===== config.mk =====
export PLATFORM = sky130hd
export DESIGN_NAME = ntSram
export DESIGN_NICKNAME = d
export VERILOG_FILES = /design/src/rtl/ntSramPkg.sv /design/src/rtl/ntSramBurst.sv /design/src/rtl/ntSramCtrl.sv /design/src/rtl/ntSramData.sv /design/src/rtl/ntSram.sv
export SDC_FILE = /design/constraint.sdc
export NUM_CORES = 2
export LEC_CHECK = 0
export BUFFER_PORTS_ARGS = -buffer_cell sky130_fd_sc_hd__buf_4
export CAP_MARGIN = 40
export CORE_UTILIZATION = 40
export CTS_CLUSTER_DIAMETER = 50
export CTS_CLUSTER_SIZE = 40
export DETAILED_ROUTE_END_ITERATION = 10
export GPL_ROUTABILITY_DRIVEN = 0
export PLACE_DENSITY = 0.67
export SKIP_LAST_GASP = 1
export SYNTH_ARGS = -nofsm -noshare
export SYNTH_HDL_FRONTEND = slang
export SYNTH_SLANG_ARGS = --single-unit

===== constraint.sdc =====
create_clock -name clk -period 3.55 [get_ports clk]
set_clock_uncertainty 0.05 [all_clocks]
set_input_delay 0.1775 -clock clk [delete_from_list [all_inputs] [get_ports clk]]
set_output_delay 0.1775 -clock clk [all_outputs]
set_load 0.05 [all_outputs]

===== src/rtl/ntSramPkg.sv =====
package ntSramPkg;

  // Strobes from the control path to the datapath, already gated by clkEn.
  typedef struct packed {
    logic arrWrite;   // commit the oldest pending write this edge
    logic rdLoad;     // load the output register this edge
    logic bypassHit;  // read address matches the write committing now
  } strobe_t;

  typedef enum logic {
    ORDER_LINEAR = 1'b0,
    ORDER_XOR    = 1'b1
  } burstOrder_t;

  localparam int BURST_W = 2;

endpackage


===== src/rtl/ntSramBurst.sv =====
module ntSramBurst
  import ntSramPkg::*;
(
  input  logic [BURST_W-1:0] baseLow,
  input  logic [BURST_W-1:0] count,
  input  burstOrder_t        order,
  output logic [BURST_W-1:0] nextLow
);

  always_comb begin
    unique case (order)
      ORDER_XOR:    nextLow = baseLow ^ count;
      default:      nextLow = baseLow + count;
    endcase
  end

endmodule


===== src/rtl/ntSramCtrl.sv =====
module ntSramCtrl
  import ntSramPkg::*;
#(
  parameter int ADDR_W = 6,
  parameter int LANES  = 4
) (
  input  logic              clk,
  input  logic              rstN,
  input  logic              clkEn,
  input  logic              selA,
  input  logic              selB,
  input  logic              selN,
  input  logic              sleep,
  input  logic              isWrite,
  input  logic              advance,
  input  logic              orderXor,
  input  logic [LANES-1:0]  laneEn,
  input  logic [ADDR_W-1:0] addr,
  output strobe_t           strb,
  output logic [ADDR_W-1:0] wrAddr,
  output logic [LANES-1:0]  wrLanes,
  output logic [ADDR_W-1:0] rdAddr
);

  typedef struct packed {
    logic              valid;
    logic              write;
    logic [ADDR_W-1:0] addr;
    logic [LANES-1:0]  lanes;
  } stage_t;

  stage_t stageOne, stageTwo, stageNext;

  logic [ADDR_W-1:0]  baseAddr;
  logic [BURST_W-1:0] burstCnt;
  logic [BURST_W-1:0] nextCnt;
  logic [BURST_W-1:0] burstLow;
  logic               burstOn;
  logic               burstWr;

  logic selected;
  logic newCmd;
  logic stepCmd;

  assign selected = selA & selB & ~selN & ~sleep;
  assign newCmd   = selected & ~advance;
  assign stepCmd  = selected & advance & burstOn;
  assign nextCnt  = burstCnt + 1'b1;

  ntSramBurst burstGen (
    .baseLow (baseAddr[BURST_W-1:0]),
    .count   (nextCnt),
    .order   (burstOrder_t'(orderXor)),
    .nextLow (burstLow)
  );

  always_comb begin
    stageNext       = '0;
    stageNext.lanes = laneEn;
    if (newCmd) begin
      stageNext.valid = 1'b1;
      stageNext.write = isWrite;
      stageNext.addr  = addr;
    end else if (stepCmd) begin
      stageNext.valid = 1'b1;
      stageNext.write = burstWr;
      stageNext.addr  = {baseAddr[ADDR_W-1:BURST_W], burstLow};
    end
  end

  always_ff @(posedge clk or negedge rstN) begin
    if (!rstN) begin
      baseAddr <= '0;
      burstCnt <= '0;
      burstOn  <= 1'b0;
      burstWr  <= 1'b0;
    end else if (clkEn) begin
      if (newCmd) begin
        baseAddr <= addr;
        burstCnt <= '0;
        burstOn  <= 1'b1;
        burstWr  <= isWrite;
      end else if (stepCmd) begin
        burstCnt <= nextCnt;
      end else if (!selected) begin
        burstOn  <= 1'b0;
      end
    end
  end

  always_ff @(posedge clk or negedge rstN) begin
    if (!rstN) begin
      stageOne <= '0;
      stageTwo <= '0;
    end else if (clkEn) begin
      stageOne <= stageNext;
      stageTwo <= stageOne;
    end
  end

  always_comb begin
    strb.arrWrite  = clkEn & stageTwo.valid & stageTwo.write;
    strb.rdLoad    = clkEn & stageOne.valid & ~stageOne.write;
    strb.bypassHit = stageTwo.valid & stageTwo.write &
                     (stageTwo.addr == stageOne.addr);
  end

  assign wrAddr  = stageTwo.addr;
  assign wrLanes = stageTwo.lanes;
  assign rdAddr  = stageOne.addr;

  // a suspended edge leaves both pipeline stages untouched
  assert_hold_R5: assert property (@(posedge clk) disable iff (!rstN)
    !clkEn |=> ($stable(stageOne) && $stable(stageTwo)));

  // an unselected enabled edge puts no command into the pipeline
  assert_desel_R4: assert property (@(posedge clk) disable iff (!rstN)
    (clkEn && !selected) |=> !stageOne.valid);

  // an advance keeps the upper address bits of the burst base
  assert_upper_R6: assert property (@(posedge clk) disable iff (!rstN)
    (clkEn && stepCmd) |=>
      (stageOne.addr[ADDR_W-1:BURST_W] == $past(baseAddr[ADDR_W-1:BURST_W])));

  // a write moves to the commit stage with its address and lanes intact
  assert_pipe_R2: assert property (@(posedge clk) disable iff (!rstN)
    (clkEn && stageOne.valid && stageOne.write) |=>
      (stageTwo.valid && stageTwo.write &&
       stageTwo.addr == $past(stageOne.addr) &&
       stageTwo.lanes == $past(stageOne.lanes)));

endmodule


===== src/rtl/ntSramData.sv =====
module ntSramData
  import ntSramPkg::*;
#(
  parameter int ADDR_W = 6,
  parameter int LANES  = 4,
  parameter int LANE_W = 9
) (
  input  logic                    clk,
  input  logic                    rstN,
  input  logic                    clkEn,
  input  strobe_t                 strb,
  input  logic [ADDR_W-1:0]       wrAddr,
  input  logic [LANES-1:0]        wrLanes,
  input  logic [ADDR_W-1:0]       rdAddr,
  input  logic [LANES*LANE_W-1:0] wrData,
  output logic [LANES*LANE_W-1:0] outReg
);

  localparam int WORD_W = LANES * LANE_W;
  localparam int DEPTH  = 1 << ADDR_W;

  logic [WORD_W-1:0] memArr [DEPTH];
  logic [WORD_W-1:0] rdWord;

  always_ff @(posedge clk) begin
    if (strb.arrWrite) begin
      for (int i = 0; i < LANES; i++) begin
        if (wrLanes[i]) memArr[wrAddr][i*LANE_W +: LANE_W] <= wrData[i*LANE_W +: LANE_W];
      end
    end
  end

  always_comb begin
    rdWord = memArr[rdAddr];
    if (strb.bypassHit) begin
      for (int i = 0; i < LANES; i++) begin
        if (wrLanes[i]) rdWord[i*LANE_W +: LANE_W] = wrData[i*LANE_W +: LANE_W];
      end
    end
  end

  always_ff @(posedge clk or negedge rstN) begin
    if (!rstN) outReg <= '0;
    else if (strb.rdLoad) outReg <= rdWord;
  end

  // the output register does not move on a suspended edge
  assert_out_hold_R5: assert property (@(posedge clk) disable iff (!rstN)
    !clkEn |=> $stable(outReg));

  // a read colliding with a full-word commit returns the bus data
  assert_bypass_R3: assert property (@(posedge clk) disable iff (!rstN)
    (strb.rdLoad && strb.bypassHit && (&wrLanes)) |=> (outReg == $past(wrData)));

endmodule


===== src/rtl/ntSram.sv =====
module ntSram
  import ntSramPkg::*;
#(
  parameter int ADDR_W = 6,
  parameter int LANES  = 4,
  parameter int LANE_W = 9
) (
  input  logic                    clk,
  input  logic                    rstN,
  input  logic                    clkEn,
  input  logic                    selA,
  input  logic                    selB,
  input  logic                    selN,
  input  logic                    sleep,
  input  logic                    isWrite,
  input  logic                    advance,
  input  logic                    orderXor,
  input  logic [LANES-1:0]        laneEn,
  input  logic [ADDR_W-1:0]       addr,
  input  logic [LANES*LANE_W-1:0] wrData,
  input  logic                    outEn,
  output logic [LANES*LANE_W-1:0] rdData
);

  strobe_t                 strb;
  logic [ADDR_W-1:0]       wrAddr;
  logic [ADDR_W-1:0]       rdAddr;
  logic [LANES-1:0]        wrLanes;
  logic [LANES*LANE_W-1:0] outReg;

  ntSramCtrl #(.ADDR_W(ADDR_W), .LANES(LANES)) ctrl_i (
    .clk      (clk),
    .rstN     (rstN),
    .clkEn    (clkEn),
    .selA     (selA),
    .selB     (selB),
    .selN     (selN),
    .sleep    (sleep),
    .isWrite  (isWrite),
    .advance  (advance),
    .orderXor (orderXor),
    .laneEn   (laneEn),
    .addr     (addr),
    .strb     (strb),
    .wrAddr   (wrAddr),
    .wrLanes  (wrLanes),
    .rdAddr   (rdAddr)
  );

  ntSramData #(.ADDR_W(ADDR_W), .LANES(LANES), .LANE_W(LANE_W)) data_i (
    .clk     (clk),
    .rstN    (rstN),
    .clkEn   (clkEn),
    .strb    (strb),
    .wrAddr  (wrAddr),
    .wrLanes (wrLanes),
    .rdAddr  (rdAddr),
    .wrData  (wrData),
    .outReg  (outReg)
  );

  assign rdData = (outEn && !sleep) ? outReg : '0;

endmodule


=== Word level (Yosys, flattened, before mapping) ===
Memories as Yosys holds them, arrays and structs flattened.
Cells that the tools add are included.

* Memories: 1
* Logic and storage cells: 68
* Bits in writable memories: 2,304
* ROM bits: 0
* Output and inout port bits: 36
* Flip-flop bits (word level): 70
* Bits in latches: 0

* Bitwise operators: 17
* Multiplexer cells: 26
* Multiply operators: 0
* Shift-type cells: 0
* Add/subtract/negate cells: 2
* Div/mod/pow operators: 0
* $lt $le $gt $ge: 0
* Reductions and logical operators: 6
* Equality and inequality tests: 3

{| class="wikitable"
|+ Memories
! name !! depth !! bits a word !! read ports !! clocked after memory_dff !! wr ports !! line !! RTL
|-
| data_i.memArr || 64 || 36 || 1 || 0 || 1 || ntSramData.sv:22 || <nowiki>logic [WORD_W-1:0] memArr [DEPTH];</nowiki>
|}

{| class="wikitable"
|+ Operators with widths
! cell !! count
|-
| $mux W36 || 2
|-
| $mux W9 || 4
|-
| $mux W8 || 2
|-
| $mux W1 || 15
|-
| $and A1 B1 Y1 || 12
|-
| $eq A6 B6 Y1 || 1
|-
| $mux W2 || 3
|-
| $not A1 Y1 || 4
|-
| $reduce_and A2 Y1 || 2
|-
| $reduce_and A3 Y1 || 1
|-
| $add A2 B1 Y2 const B || 1
|-
| $add A2 B2 Y2 || 1
|-
| $ne A2 B1 Y1 const B || 1
|-
| $ne A2 B2 Y1 const B || 1
|-
| $reduce_bool A2 Y1 || 1
|-
| $xor A2 B2 Y2 || 1
|-
| $logic_and A1 B1 Y1 || 1
|-
| $logic_not A1 Y1 || 1
|}

=== Logic depth before layout (Yosys ltp) ===
* Depth in word-level cells: 7
* Gate-level depth with buffers: 13
* Depth with buffers taken out: 7

=== Modules after synthesis ===
A second synthesis with hierarchy kept.

* Cells, all modules: 4,310
* Area, all modules: 91,756.8 sq um

{| class="wikitable"
|+ By module, submodules not included
! module !! cells an instance !! instances !! area an instance (sq um)
|-
| ntSramData || 4,128 || 1 || 89,677.3
|-
| ntSramCtrl || 135 || 1 || 1,649.1
|-
| ntSram || 42 || 1 || 390.4
|-
| ntSramBurst || 5 || 1 || 40.0
|}

=== Worst setup path after synthesis ===
OpenSTA, ideal clock, no wires.

* Kind: flip-flop to flip-flop
* From: register ctrl_i.stageOne (netlist bit ctrl_i.rdAddr[0])
* To: register data_i.outReg[12]
* Path slack: 1.025 ns
* Data required time: 3.366 ns
* Path buffers: 4
* Arrival: 2.341 ns
* Stages on the path, launching flop included: 10
* Path through: dfrtp_1 buf_6 buf_6 buf_2 buf_2 mux4_2 a22oi_1 a21oi_1 o41ai_1 a21oi_1

* Longest elaborated chain between the ends: 3
* Elaborated cells between the ends (all ways): 5
* Those cells by class: eq/ne: 1; mux: 2; bitwise: 1; memory: 1

{| class="wikitable"
|+ Ends and longest elaborated chain
! item !! line !! RTL
|-
| from (decl) || ntSramCtrl.sv:32 || <nowiki>stage_t stageOne, stageTwo, stageNext;</nowiki>
|-
| from (signal assigned) || ntSramCtrl.sv:96 || <nowiki>stageOne <= stageNext;</nowiki>
|-
| $mem_v2 Z64 W36 / $eq A6 B6 Y1 (equally long branches) || -- ||
|-
| $mux W9 / $and A1 B1 Y1 (equally long branches) || ntSramData.sv:37, ntSramCtrl.sv:104 ||
|-
| $mux W36 * || ntSramData.sv:35 || <nowiki>if (strb.bypassHit) begin</nowiki>
|-
| to (signal assigned) || ntSramData.sv:44 || <nowiki>else if (strb.rdLoad) outReg <= rdWord;</nowiki>
|-
| to (decl) || ntSramData.sv:16 || <nowiki>output logic [LANES*LANE_W-1:0] outReg</nowiki>
|}

Mark *: on every way between the ends. The rest lies on a longest branch, timed or not.
A chain may end at the register's enable or synchronous reset.

=== Final worst setup path ===
* From: register ctrl_i.stageOne (netlist bit ctrl_i.rdAddr[1])
* To: register data_i.outReg[33]

Same word-level chain as after synthesis.

==> out/summary.txt <==
status: finished clean
Commonest cells post-synth: edfxtp_1, mux4_2, nor2_1
first-pass GRT wire length: 338 mm
synthesized cell area: 0.0921 mm^2
Total GRT Usage: 20.4%
top post-synthesis cells by area: edfxtp_1, mux4_2, dfrtp_1, nor2_1, mux2i_1
H-tree Lvls: 4
# DRC: 0
drt wl/cell: 30.1 um
Routed WL: 236 mm
ys async rst share: 2.95%
metal3 WL: 20.9 mm
Seq/Total Area, Yosys: 77.0%
setup TNS: 0 ps
Final Net Count: 4,754
Final Hold Fails: 0
area leader, netlist: edfxtp_1
Root Buffer: clkbuf_16
Post-DRT Antenna Nets: 0
CP arrival: 3830 ps
clock-pin slew on the worst setup and hold paths: 80 ps
part of the cycle the worst path needs: 89.4%
die area: 0.232 mm^2
met1 wire length: 91.9 mm
Highest Signal Layer: met5
Post-CTS Setup Inserts: 0
Slew headroom: 34.5%
worst-skew pair later-pin latency: 870 ps
num ports: 93
FF+latch count, synth: 2,374
RSZ-0062 raised after global routing: false
port bufs: 92
core area: 0.228 mm^2
Post-synth top flop: edfxtp_1
Ys Warns: 0
CTS sink count: 2,374
Synth Instances: 4,223
setup violators final: 0
worst vdd ir: 0.343 mV
Final WS setup: 375 ps
met2 routed wirelength: 115 mm
clock tree buffer depth: 3
pwr dens: 502 mW/mm^2
cts bufs inserted: 157
fmax: 0.315 GHz
Chip Width: 482 um
post-synth cell types: 51
worst-margin pin slew: 978 ps
Starting DRT DRC Count: 6,126
row count: 175
fin crit period: 3180 ps
WP data required: 4200 ps
initial antenna violation count: 21
count leader, synth: edfxtp_1
share of cells above drive strength 1: 30.2%
Initial DRT Pass Iterations: 9
global route total overflow: 0
largest net degree at the start of global routing: 80
chip height: 482 um
number of synthesized flops with an enable pin: 2,304
Avg Cell Area, Syn: 21.8 um^2
DR vias: 45,889
Worst Hold Class: in2reg
vias in the first global route: 45,648
share of Yosys cell area claimed by the top area cell type: 75.1%
critical path peak fanout: 15
leak pwr: 32.3 nW
Vias/cell: 5.84
critical path type: reg2reg
Place WS: 422 ps
DPL Wire Length: 149 mm
CTS tree: yes
Setup crit start kind: register
Layout area overhead: 14.0%
crit end category: register
Slew Limit Fails: 0
max cap viols: 0
initial cell density of the core: 40.4%
net count after synthesis: 4,281
## kinds of logic (layout without fill, tap and decap cells)
kind of cell / after synthesis / count (layout) / share of synthesized area (%)
flip-flops: 2374 / 2374 / 77.0
multiplexers: 758 / 758 / 17.1
AND/OR/NAND/NOR: 645 / 645 / 2.98
buffers and inverters: 244 / 851 / 1.38
AO/OA/AOI/OAI: 192 / 192 / 1.48
XOR/XNOR: 9 / 9 / 0.0855
adder cells (fa/ha/maj): 1 / 1 / 0.0136
other: 0 / 13 / 0
## state kept, by name (all words and copies together) (netlist names)
name,count
ctrl_i.stageTwo,2
ctrl_i.wrLanes,4
ctrl_i.wrAddr,6
ctrl_i.burstCnt,2
ctrl_i.burstWr,1
data_i.outReg,36
ctrl_i.baseAddr,6
ctrl_i.burstOn,1
ctrl_i.stageOne,6
ctrl_i.rdAddr,6
data_i.memArr,2304
## worst paths after layout
| path | end | from | cells after the start | slack, ps |
|---|---|---|---|---|
| worst max register to register | data_i.outReg[33] | ctrl_i.rdAddr[1] | 7 | 370 |
| worst min-delay path | ctrl_i.stageOne[3] | laneEn[3] | 3 | 150 |
| max in group asynchronous | ctrl_i.rdAddr[3] | rstN | 4 | 2530 |
| worst min register to register | data_i.outReg[10] | data_i.outReg[10] | 2 | 450 |
| min in group asynchronous | ctrl_i.rdAddr[2] | rstN | 4 | 610 |
| worst max-delay path | data_i.outReg[33] | ctrl_i.rdAddr[1] | 7 | 370 |
## where the power goes
part | total [mW] | internal, mW | switching, mW
clock | 20.1 | 9.69 | 10.4
sequential | 31.1 | 30.8 | 0.230
combinational | 1.66 | 0.576 | 1.08
total | 52.8 | 41.1 | 11.7
## cell usage in the layout, fill, tap and decap left out, types with 9 or more instances in the layout
| master | netlist | final |
|---|---|---|
| clkinv_2 | 0 | 9 |
| clkinv_4 | 0 | 16 |
| inv_12 | 0 | 9 |
| inv_6 | 0 | 22 |
| nand2_1 | 160 | 156 |
| or3_1 | 18 | 18 |
| bufinv_16 | 0 | 10 |
| nand3_1 | 34 | 33 |
| o22ai_1 | 13 | 13 |
| mux4_2 | 647 | 647 |
| mux2_2 | 41 | 41 |
| nor3_1 | 12 | 12 |
| buf_4 | 30 | 444 |
| a22oi_1 | 59 | 59 |
| dfrtp_1 | 70 | 65 |
| a222oi_1 | 16 | 16 |
| mux2i_1 | 70 | 70 |
| inv_8 | 0 | 15 |
| a21oi_1 | 46 | 46 |
| diode_2 | 0 | 13 |
| buf_12 | 3 | 29 |
| and2_1 | 40 | 40 |
| edfxtp_1 | 2304 | 2304 |
| dlygate4sd3_1 | 0 | 74 |
| nor2_1 | 340 | 339 |
| clkinv_8 | 0 | 25 |
| clkbuf_16 | 0 | 161 |
## timing repair
action	CTS	global route
hold endpoints to repair	2422	0
resized for setup	0	0
hold buffers	75	0
## worst max-delay path, cell delays in order, from the launching register on
cell and delay (ps):
dfrtp_4 640, xor2_1 220, nor3_1 790, buf_4 280
and3_1 310, nor2_1 190, a222oi_1 400, nand3_1 130
## stage by stage
stage	power [mW]	hold WS (ps)	std cells	cell area (um^2)	utilization [%]
CTS	53.1	118	7839	105000	46.0
finish	52.8	154	7852	105000	46.1
global route	54.2	140	7847	105000	46.1
detailed placement	33.3	148	7471	98600	43.2
floorplan	32.3	-168	4223	92100	-
global placement	33.2	354	7467	98600	43.2
## per-layer routing
metal / up-vias / track usage [%]
met5: - / 0.266
met1: 24653 / 27.7
met4: 22 / 7.39
li1: 18535 / -
met2: 2273 / 32.8
met3: 406 / 4.23
## final cells by class
cell class / instances / area (um^2)
Clock inverter: 124 / 1590
Multi-Input combinational cell: 1605 / 20000
Antenna cell: 13 / 32.5
Clock buffer: 169 / 4080
Inverter: 10 / 42.5
Tap cell: 3009 / 3760
Fill cell: 18572 / 123000
Timing Repair Buffer: 548 / 4670
Sequential cell: 2374 / 71000
Note: power is estimated with default switching activity, not from simulation.
